File: config.mk
export PLATFORM = sky130hd
export DESIGN_NAME = fetch_unpacker
export DESIGN_NICKNAME = d
export VERILOG_FILES = /design/src/rtl/fu_pkg.sv /design/src/rtl/fu_seq_counter.sv /design/src/rtl/fu_slot_flags.sv /design/src/rtl/fu_word_picker.sv /design/src/rtl/fetch_unpacker.sv
export SDC_FILE = /design/constraint.sdc
export NUM_CORES = 1
export LEC_CHECK = 0
export BUFFER_PORTS_ARGS = -buffer_cell sky130_fd_sc_hd__clkbuf_2
export CELL_PAD_IN_SITES_DETAIL_PLACEMENT = 1
export CELL_PAD_IN_SITES_GLOBAL_PLACEMENT = 1
export CORE_ASPECT_RATIO = 1.25
export CORE_UTILIZATION = 44
export DETAILED_ROUTE_END_ITERATION = 10
export PLACE_DENSITY = 0.9
export SLEW_MARGIN = 20
export SYNTH_ARGS = -nofsm -noshare
export SYNTH_HDL_FRONTEND = slang
export SYNTH_SLANG_ARGS = --single-unit
File: constraint.sdc
create_clock -name clk -period 4.83 [get_ports clk]
set_clock_uncertainty 0.2 [all_clocks]
set_input_delay 0.7245 -clock clk [delete_from_list [all_inputs] [get_ports clk]]
set_output_delay 0.7245 -clock clk [all_outputs]
set_load 0.05 [all_outputs]
File: src/rtl/fu_pkg.sv
package fu_pkg;
    typedef enum logic [1:0] {
        S_IDLE   = 2'd0,
        S_WALK   = 2'd1,
        S_FINISH = 2'd2,
        S_DROP   = 2'd3
    } fu_state_e;

    localparam int unsigned WORD_W   = 32;
    localparam int unsigned LONG_BIT = 31;
endpackage

File: src/rtl/fu_seq_counter.sv
module fu_seq_counter #(
    parameter int unsigned SEQW = 16
) (
    input  logic            clk,
    input  logic            rst_n,
    input  logic            bump,
    output logic [SEQW-1:0] value
);
    always_ff @(posedge clk or negedge rst_n) begin
        if (!rst_n) value <= '0;
        else if (bump) value <= value + 1'b1;
    end

    // every stamped entry advances the counter by exactly one
    a_r4_seq_step: assert property (@(posedge clk) disable iff (!rst_n)
        bump |=> value == $past(value) + 1'b1);
    a_r4_seq_hold: assert property (@(posedge clk) disable iff (!rst_n)
        !bump |=> $stable(value));
endmodule

File: src/rtl/fu_slot_flags.sv
module fu_slot_flags #(
    parameter int unsigned NSLOT = 4,
    localparam int unsigned SW = (NSLOT > 1) ? $clog2(NSLOT) : 1
) (
    input  logic             clk,
    input  logic             rst_n,
    input  logic             set_pend,
    input  logic [SW-1:0]    set_pend_slot,
    input  logic             set_drop,
    input  logic [SW-1:0]    set_drop_slot,
    input  logic             clr_pend,
    input  logic             clr_drop,
    input  logic [SW-1:0]    clr_slot,
    output logic [NSLOT-1:0] pend_q,
    output logic [NSLOT-1:0] drop_q
);
    for (genvar g = 0; g < NSLOT; g++) begin : g_slot
        always_ff @(posedge clk or negedge rst_n) begin
            if (!rst_n) begin
                pend_q[g] <= 1'b0;
                drop_q[g] <= 1'b0;
            end else begin
                if (set_pend && set_pend_slot == SW'(g)) pend_q[g] <= 1'b1;
                else if (clr_pend && clr_slot == SW'(g)) pend_q[g] <= 1'b0;
                if (set_drop && set_drop_slot == SW'(g)) drop_q[g] <= 1'b1;
                else if (clr_drop && clr_slot == SW'(g)) drop_q[g] <= 1'b0;
            end
        end
    end

    // a clear without a competing set leaves the flag low
    a_r8_pend_clear: assert property (@(posedge clk) disable iff (!rst_n)
        clr_pend && !(set_pend && set_pend_slot == clr_slot) |=> !pend_q[$past(clr_slot)]);
    // a set is visible on the next cycle
    a_r9_pend_set: assert property (@(posedge clk) disable iff (!rst_n)
        set_pend |=> pend_q[$past(set_pend_slot)]);
    a_r9_drop_set: assert property (@(posedge clk) disable iff (!rst_n)
        set_drop |=> drop_q[$past(set_drop_slot)]);
endmodule

File: src/rtl/fu_word_picker.sv
module fu_word_picker #(
    parameter int unsigned MAXW = 8,
    localparam int unsigned IW = $clog2(MAXW + 2)
) (
    input  logic [MAXW*32-1:0] words,
    input  logic [IW-1:0]      idx,
    input  logic [IW-1:0]      len,
    output logic [31:0]        first_w,
    output logic [31:0]        second_w,
    output logic               is_long,
    output logic               fits,
    output logic [IW-1:0]      next_idx
);
    logic [MAXW*32+31:0] shifted;

    always_comb begin
        shifted  = {32'b0, words} >> ({{(32-IW){1'b0}}, idx} * 32);
        first_w  = shifted[31:0];
        second_w = shifted[63:32];
        is_long  = first_w[fu_pkg::LONG_BIT];
        fits     = (idx + IW'(1)) < len;
        next_idx = idx + (is_long ? IW'(2) : IW'(1));
    end
endmodule

File: src/rtl/fetch_unpacker.sv
module fetch_unpacker #(
    parameter int unsigned NSLOT = 4,
    parameter int unsigned MAXW  = 8,
    parameter int unsigned SEQW  = 16,
    localparam int unsigned SW = (NSLOT > 1) ? $clog2(NSLOT) : 1,
    localparam int unsigned LW = $clog2(MAXW + 1),
    localparam int unsigned IW = $clog2(MAXW + 2)
) (
    input  logic               clk,
    input  logic               rst_n,
    input  logic               issue_valid,
    input  logic [SW-1:0]      issue_slot,
    input  logic               drop_valid,
    input  logic [SW-1:0]      drop_slot,
    input  logic               rsp_valid,
    output logic               rsp_ready,
    input  logic [SW-1:0]      rsp_slot,
    input  logic [LW-1:0]      rsp_len,
    input  logic [MAXW*32-1:0] rsp_data,
    output logic               ib_wr_valid,
    output logic [SW-1:0]      ib_wr_slot,
    output logic [63:0]        ib_wr_inst,
    output logic               ib_wr_long,
    output logic [SEQW-1:0]    ib_wr_seq,
    output logic [NSLOT-1:0]   pending,
    output logic [NSLOT-1:0]   drop_pend
);
    import fu_pkg::*;

    fu_state_e           state, state_nx;
    logic [SW-1:0]       cur_slot;
    logic [IW-1:0]       cur_len;
    logic [IW-1:0]       idx;
    logic [MAXW*32-1:0]  cur_data;
    logic [31:0]         w0, w1;
    logic                is_long, fits;
    logic [IW-1:0]       next_idx;
    logic [IW-1:0]       len_clamped;
    logic                clr_pend, clr_drop, accept;

    assign accept      = rsp_valid && rsp_ready;
    assign len_clamped = ({{(IW-LW){1'b0}}, rsp_len} > IW'(MAXW)) ? IW'(MAXW)
                                                                   : {{(IW-LW){1'b0}}, rsp_len};

    fu_word_picker #(.MAXW(MAXW)) u_pick (
        .words(cur_data), .idx(idx), .len(cur_len),
        .first_w(w0), .second_w(w1), .is_long(is_long),
        .fits(fits), .next_idx(next_idx)
    );

    fu_seq_counter #(.SEQW(SEQW)) u_seq (
        .clk(clk), .rst_n(rst_n), .bump(ib_wr_valid), .value(ib_wr_seq)
    );

    fu_slot_flags #(.NSLOT(NSLOT)) u_flags (
        .clk(clk), .rst_n(rst_n),
        .set_pend(issue_valid), .set_pend_slot(issue_slot),
        .set_drop(drop_valid), .set_drop_slot(drop_slot),
        .clr_pend(clr_pend), .clr_drop(clr_drop), .clr_slot(cur_slot),
        .pend_q(pending), .drop_q(drop_pend)
    );

    // next-state decision
    always_comb begin
        state_nx = state;
        unique case (state)
            S_IDLE: begin
                if (accept) begin
                    if (drop_pend[rsp_slot])       state_nx = S_DROP;
                    else if (len_clamped == '0)    state_nx = S_FINISH;
                    else                           state_nx = S_WALK;
                end
            end
            S_WALK:   if (next_idx >= cur_len) state_nx = S_FINISH;
            S_FINISH: state_nx = S_IDLE;
            S_DROP:   state_nx = S_IDLE;
            default:  state_nx = S_IDLE;
        endcase
    end

    // state register and response capture
    always_ff @(posedge clk or negedge rst_n) begin
        if (!rst_n) begin
            state    <= S_IDLE;
            cur_slot <= '0;
            cur_len  <= '0;
            idx      <= '0;
            cur_data <= '0;
        end else begin
            state <= state_nx;
            if (state == S_IDLE && accept) begin
                cur_slot <= rsp_slot;
                cur_len  <= len_clamped;
                cur_data <= rsp_data;
                idx      <= '0;
            end else if (state == S_WALK) begin
                idx <= next_idx;
            end
        end
    end

    // outputs
    always_comb begin
        rsp_ready   = 1'b0;
        ib_wr_valid = 1'b0;
        ib_wr_slot  = cur_slot;
        ib_wr_inst  = '0;
        ib_wr_long  = 1'b0;
        clr_pend    = 1'b0;
        clr_drop    = 1'b0;
        unique case (state)
            S_IDLE: rsp_ready = 1'b1;
            S_WALK: begin
                ib_wr_valid = !is_long || fits;
                ib_wr_long  = is_long;
                ib_wr_inst  = is_long ? {w1, w0} : {32'b0, w0};
            end
            S_FINISH: clr_pend = 1'b1;
            S_DROP: begin
                clr_pend = 1'b1;
                clr_drop = 1'b1;
            end
            default: ;
        endcase
    end

    // the walk never points at or past the response end
    a_r5_walk_bound: assert property (@(posedge clk) disable iff (!rst_n)
        state == S_WALK |-> idx < cur_len);
    // a long entry always has both words inside the response
    a_r6_long_inside: assert property (@(posedge clk) disable iff (!rst_n)
        ib_wr_valid && ib_wr_long |-> (idx + IW'(1)) < cur_len);
    // a discarded response is never followed by a write
    a_r7_drop_silent: assert property (@(posedge clk) disable iff (!rst_n)
        state == S_DROP |=> !ib_wr_valid);
    // after an accept the port is busy on the next cycle
    a_r10_busy_after_accept: assert property (@(posedge clk) disable iff (!rst_n)
        accept |=> !rsp_ready);
endmodule

==> impl_results.md, run 1 <==
* Die ar. at 0.0352 sq mm
* CTS Buf Count at 34
* Core area at 0.0337 sq mm
* CTS Buffer Depth at 3
* Final ANT Viol Nets at 0
* Ys Warns at 0
* Setup bufs post-CTS at 0
* Syn Inst Count at 1102
* Dpl hpwl at 31.1 mm
* Crit Path Class: reg -> out
* Worst hold slack at 0.0791 ns
* Clock Latency Late Sink at 0.52 ns
* Layout net count at 1714
* Post-CTS Resized at 0
* Initial drt markers at 632
* Pre-CTS setup slack at 1.00 ns
* Setup-failing EPs final at 0
* Power Density at 755 mW/mm^2
* Post-DR wirelength/cell at 24.4 um
* Critical path origin: idx[0]
* Share of layout cells above drive strength 1 at 54.9%
* Area growth from synthesis to layout at 21.7%
* Synthesized area per cell at 13.7 sq um
* Final Hold Viols at 0
* Die extent in y at 209 um
* Cells after DPL at 1818
* CTS root buf: clkbuf_16
* Register area share after synthesis at 48.2%
* Asr flop ratio synth at 100%
* Worst-path maximum fanout at 45
* Post-synth top flop: dfrtp_1
* Final Util at 54.7%
* Filler Cells Inserted at 3480
* Reg-to-reg critical path startpoint: idx[1]
* Largest net degree at the start of global routing at 137
* Initial core utilization at 45.0%
* CP Launch Type: flip-flop
* CTS tree: done
* Initial antenna violation count at 12
* Vias in the first global route at 12539
* Crit-path cells: buf_4 -> nand3_1 -> xnor2_1 -> ha_1 -> a2111oi_2 -> nor4_4 -> buf_4 -> nor2_2 -> clkbuf_2
* Hold buffers post-CTS at 0
* Worst setup EP type: output pin
* IR drop worst, VDD at 0.400 mV
* Max Cap Viol at 0
* Number of flops mapped to enable cells by yosys at 0
* Fin area at 0.0184 sq mm
* WP data arrival at 3.46 ns
* Outcome: completed
* Final Wtd Congestion at 0.850
* GRT Util Overall at 26.8%
* Slew @ Worst Pin at 1.12 ns
* Via count at 11006
* Placed cell area at 0.0173 sq mm
* Rel. slew slack at 25.7%
* Overall power at 13.9 mW
* Final Cycle Share at 90.7%
* Lkg Pwr at 8.10 nW
* Clk sinks at 292
* Num ports at 364
* First-pass GRT wire length at 72.3 mm
* RSZ-0062 raised after global routing: no
* Congestion Overflow GR at 0
* Clock transition at the registers of the reported paths at 0.06 ns
* Critical path's slowest cell: buf_4
* Vias per cell at 5.83
* Fin cells at 1889
* Routed WL at 46.2 mm
* Worst Hold Class: in -> async
* DRT Pass-1 Iters at 4
* Post-synthesis register bit count at 292
* Crit-path most repeated cell: buf_4
* Synthesized cell area at 0.0151 sq mm
* H-Tree Depth at 2
* Post-Syn Nets at 1385
* Setup slack after layout at 0.450 ns
* Standard-cell rows at 75
* CP max stage delay at 0.66 ns
* DRC viols at 0
* Port buffer count at 363
* Minimum period implied by the final worst setup slack at 4.38 ns
* Synth unique cells at 44
* Final Max Tran Viols at 0
* Setup_tns at 0 ns
* Chip width at 168 um
* CP required at 3.91 ns
* F_max at 228 MHz
-- cell type report --
type	instances	area, sq um	share of cell area (%)
repair buffers	378	1990	10.8
well taps	423	529	2.87
clock inverters	9	73.8	0.401
clock buffers	51	1020	5.53
flip-flops and latches	292	7320	39.7
inverters	13	48.8	0.265
diodes	11	27.5	0.149
multi-input cells	712	7420	40.3
-- cell usage after synthesis, types with 4 or more instances --
library cell	instances	area [sq um]
a21oi_1	33	165
xor2_1	16	140
dfrtp_1	292	7310
nand4_1	4	25.0
mux2i_1	63	631
buf_2	33	165
ha_1	11	138
nand2_1	25	93.8
mux2_2	257	2890
a211oi_1	32	240
nand3_1	4	20.0
nor4_1	4	25.0
nor2_1	104	390
clkbuf_1	35	131
nand2b_1	7	43.8
mux4_2	97	2180
buf_1	12	45.0
inv_1	12	45.0
o21ai_0	23	115
-- layout by cell type (no fill, tap or decap), drive strengths merged, types with 5 or more instances in the layout --
cell    count
nand2b      7
inv        13
clkbuf    413
a21oi      33
o21ai      23
dfrtp     292
diode      11
nor4        5
mux2      258
nand2      25
buf        16
clkinv      8
ha         11
xor2       16
mux4       97
nor2      105
mux2i      64
a211oi     32
-- report_power, final --
part / switching [mW] / total, mW / leakage, nW / internal (mW)
Sequential: 1.13 / 4.80 / 3.46 / 3.67
Clock: 1.03 / 2.55 / 0.542 / 1.51
Combinational: 3.47 / 6.56 / 4.11 / 3.10
Total: 5.63 / 13.9 / 8.10 / 8.28
-- worst max-delay path: cells and delay by family (launching register included) --
kind	cells	cell delay, ns
buffers and inverters	3	1.19
DFF	1	0.56
and+or+nand+nor	3	0.44
AOI/OAI and AO/OA	1	0.32
adders and majority gates	1	0.21
xor gates and xnor gates	1	0.17
-- kinds of logic after synthesis --
kind of cell | after synthesis | synth area share [%]
flops | 292 | 48.2
mux | 419 | 37.9
buf+inv | 98 | 2.87
xor+xnor | 19 | 1.10
compound gates | 96 | 3.87
fa+ha+maj | 12 | 1.04
simple gates | 166 | 4.96
-- flip-flops by register name (all words and copies together), names as in the netlist --
signal / cells
cur_data: 256
u_seq.value: 16
cur_len: 4
idx: 4
u_flags.drop_q: 4
u_flags.pend_q: 4
ib_wr_slot: 2
state: 2
-- layer usage --
layer	up-vias	track usage, %	routed length, um
met4	2	14.9	2280
met5	-	0	17
met3	135	5.77	2630
li1	4751	-	-
met2	417	45.8	24000
met1	5701	31.3	17200
-- worst paths after layout --
check,to,slack [ns],cells past startpoint
worst max-delay path,ib_wr_valid,0.45,9
worst min-delay path,u_seq.value[11],0.08,1
max in group asynchronous,cur_data[113],3.20,2
worst min register to register,u_seq.value[15],0.28,1
worst max register to register,state[1],1.06,13
min in group clk,cur_data[131],0.23,2
(Power assumes the default switching activity.)
==> run 2, diff against run 1 <==
--- a/config.mk
+++ b/config.mk
@@ -15,4 +15,5 @@
 export SLEW_MARGIN = 20
 export SYNTH_ARGS = -nofsm -noshare
 export SYNTH_HDL_FRONTEND = slang
+export SYNTH_HIERARCHICAL = 1
 export SYNTH_SLANG_ARGS = --single-unit
==> run 2 against run 1 <==
  * Area after synthesis grew 2.6%
  * Highest routed layer is now met4
  * Critical path depth shrank 3
  * Sequential share of layout area decreased by 0.40 points
  * Synthesized cell count rose by 5.7%
  * Non-clock buffer count increased by 5
  * Global-route usage is 1.1 points higher
  * The run now ends with negative hold slack left
  * Utilization shrank 0.93 points
  * Cell count is 5.1% higher
  * Largest power group unchanged
==> impl_results.md, run 2 <==
* Largest net degree at the start of global routing at 137
* Cells after DPL at 1915
* Congestion Overflow GR at 0
* Final Hold Viols at 17
* Pre-CTS setup slack at 0.999 ns
* Post-synthesis register bit count at 292
* Layout net count at 1762
* Worst Hold Class: in -> async
* Asr flop ratio synth at 100%
* R2R cell count at 12
* Clock power share at 17.1%
* Psw at 6.02 mW
* Switching share of power at 42.7%
* Largest regs: cur_data x256, u_seq/value x16
* Fin cells at 1985
* DRC viols at 0
* Largest family of logic cells by synthesized area: multiplexers
* Vias per cell at 5.86
* First-pass GRT wire length at 75.4 mm
* Adder-Cell Fraction of Synth Area at 1.01%
* Yosys top cell by area: dfrtp_1
* Lkg Pwr at 8.42 nW
* CP required at 3.91 ns
* Setup-failing EPs final at 0
* Critical path's slowest cell: dfrtp_4
* Ys Warns at 6
* Worst Path Buf+Inv at 2
* Ranking of synthesized cells by area: dfrtp_1, mux2_1, mux4_2
* Final Cycle Share at 92.3%
* DRT Pass-1 Iters at 7
* Clock transition at the registers of the reported paths at 0.06 ns
* Register area share after synthesis at 47.0%
* Most used cells in the layout excluding fill and tap cells: clkbuf_2, dfrtp_1, mux2_1
* Internal power at 8.08 mW
* Sequential power share at 34.2%
* Post-synthesis mux area share at 30.4%
* Fin area at 0.0186 sq mm
* Logic gate share of total power at 48.8%
* Setup_tns at 0 ns
* CP Launch Type: flip-flop
* Initial core utilization at 44.9%
* Synth unique cells at 50
* Final ANT Viol Nets at 0
* Setup bufs post-CTS at 0
* Worst hold slack at -0.0285 ns
* Most common cell after layout, fill and taps aside: clkbuf_2
* Slew @ Worst Pin at 1.02 ns
* Initial drt markers at 1018
* Most common cell in the netlist: dfrtp_1
* Compound-Gate Fraction of Synth Area at 8.63%
* Crit-path cells: nor2b_2 -> buf_4 -> a2bb2oi_1 -> a211oi_1 -> and3_1 -> clkbuf_2
* GRT Util Overall at 27.9%
* Clk sinks at 292
* CTS Buffer Depth at 3
* Post-DR wirelength/cell at 25.3 um
* Dpl hpwl at 36.7 mm
* Final Wtd Congestion at 0.915
* Rel. slew slack at 32.2%
* Synth cell count leaders: dfrtp_1, mux2_1, mux4_2
* Cell family with the largest share of critical-path delay: simple AND/OR/NAND/NOR gates
* Via count at 11627
* Worst-path maximum fanout at 33
* Failing checks: negative hold slack
* Outcome: finished, violations left
* Standard-cell rows at 76
* Core area at 0.0346 sq mm
* F_max at 224 MHz
* Minimum period implied by the final worst setup slack at 4.46 ns
* Num ports at 364
* Placed cell area at 0.0176 sq mm
* Crit Path Class: reg -> out
* CTS tree: done
* Overall power at 14.1 mW
* Critical path depth in cells at 6
* Hold buffers post-CTS at 0
* Post-synth top flop: dfrtp_1
* IR drop worst, VDD at 0.318 mV
* Chip width at 170 um
* Post-CTS Resized at 0
* Most flop-heavy register: cur_data
* Synthesized cell area at 0.0155 sq mm
* WP data arrival at 3.53 ns
* Synthesized area per cell at 13.3 sq um
* Setup slack after layout at 0.372 ns
* RSZ-0062 raised after global routing: no
* Die ar. at 0.0361 sq mm
* Post-Syn Nets at 1448
* Max Cap Viol at 0
* CTS Buf Count at 30
* Xor/xnor share of the synthesized area at 1.07%
* H-Tree Depth at 1
* Share of layout cells above drive strength 1 at 36.6%
* Initial antenna violation count at 14
* Clock Latency Late Sink at 0.57 ns
* Power Density at 758 mW/mm^2
* CP max stage delay at 0.74 ns
* Area growth from synthesis to layout at 19.7%
* Synth top area share at 47.0%
* Number of flops mapped to enable cells by yosys at 0
* Port buffer count at 363
* Syn Inst Count at 1165
* Worst setup EP type: output pin
* CTS root buf: clkbuf_16
* Simple-Gate Fraction of Synth Area at 7.42%
* Routed WL at 50.2 mm
* Die extent in y at 212 um
* Vias in the first global route at 12338
* Final Max Tran Viols at 0
* Max reg flops at 256
## run 2: cell types whose count changed in the layout (fill, tap and decap cells not counted), moves of 30 or more
cell | before | now
mux4_2 | 97 | 65
and3_1 | 1 | 33
nor2_1 | 103 | 38
a32o_1 | 0 | 31
and2_1 | 0 | 34
a2bb2oi_1 | 0 | 32
nor2b_1 | 1 | 31
mux2_2 | 257 | 37
a211o_1 | 1 | 31
a21oi_1 | 33 | 2
mux2_1 | 1 | 222
## run 2: final timing paths
path	end	startpoint	slack [ns]
max in group asynchronous	cur_data[54]	rst_n	3.17
setup reg to reg	u_seq/value[12]	idx[2]	1.09
setup / recovery	ib_wr_inst[48]	idx[0]	0.37
hold / removal	cur_data[108]	rst_n	-0.03
min in group clk	cur_data[191]	rsp_data[191]	0.17
hold reg to reg	u_seq/value[15]	u_seq/value[15]	0.27
## run 2: cells by family (layout without fill, tap and decap cells)
family                     Yosys count  count (layout)
AOI/OAI and AO/OA                  158             158
xor gates and xnor gates            19              19
adders and majority gates           12              12
buffers and inverters              115             450
DFF                                292             292
muxes                              358             358
other                                0              17
and+or+nand+nor                    211             211
## run 2: power by group through the flow
stage	Combinational (mW)	Sequential, mW	Clock [mW]
floorplan	5.13	4.43	0
global placement	6.45	4.65	0
detailed placement	6.77	4.81	0
CTS	6.84	4.80	2.45
global route	7.29	4.97	2.53
finish	6.88	4.82	2.41
## run 2: stage by stage
| step | hold slack, ns | utilization [%] |
|---|---|---|
| floorplan | 0.229 | - |
| global placement | 0.261 | 50.7 |
| detailed placement | 0.265 | 50.7 |
| CTS | 0.0747 | 53.6 |
| global route | 0.0998 | 53.7 |
| finish | -0.0285 | 53.8 |
## run 2: metal layers
layer	up-vias	global-route usage (%)	share of wire [%]
met5	-	0	0
met4	0	17.6	6.1
met3	146	4.84	6.6
met2	516	41.8	46
met1	5975	37.6	42
li1	4990	-	-
## run 2: cell type report
type,count,area [sq um]
fillers,3595,16000
inverters,14,52.6
flip-flops and latches,292,7320
multi-input cells,758,7560
clock inverters,14,145
repair buffers,383,2040
clock buffers,39,866
well taps,468,586
diodes,17,42.5
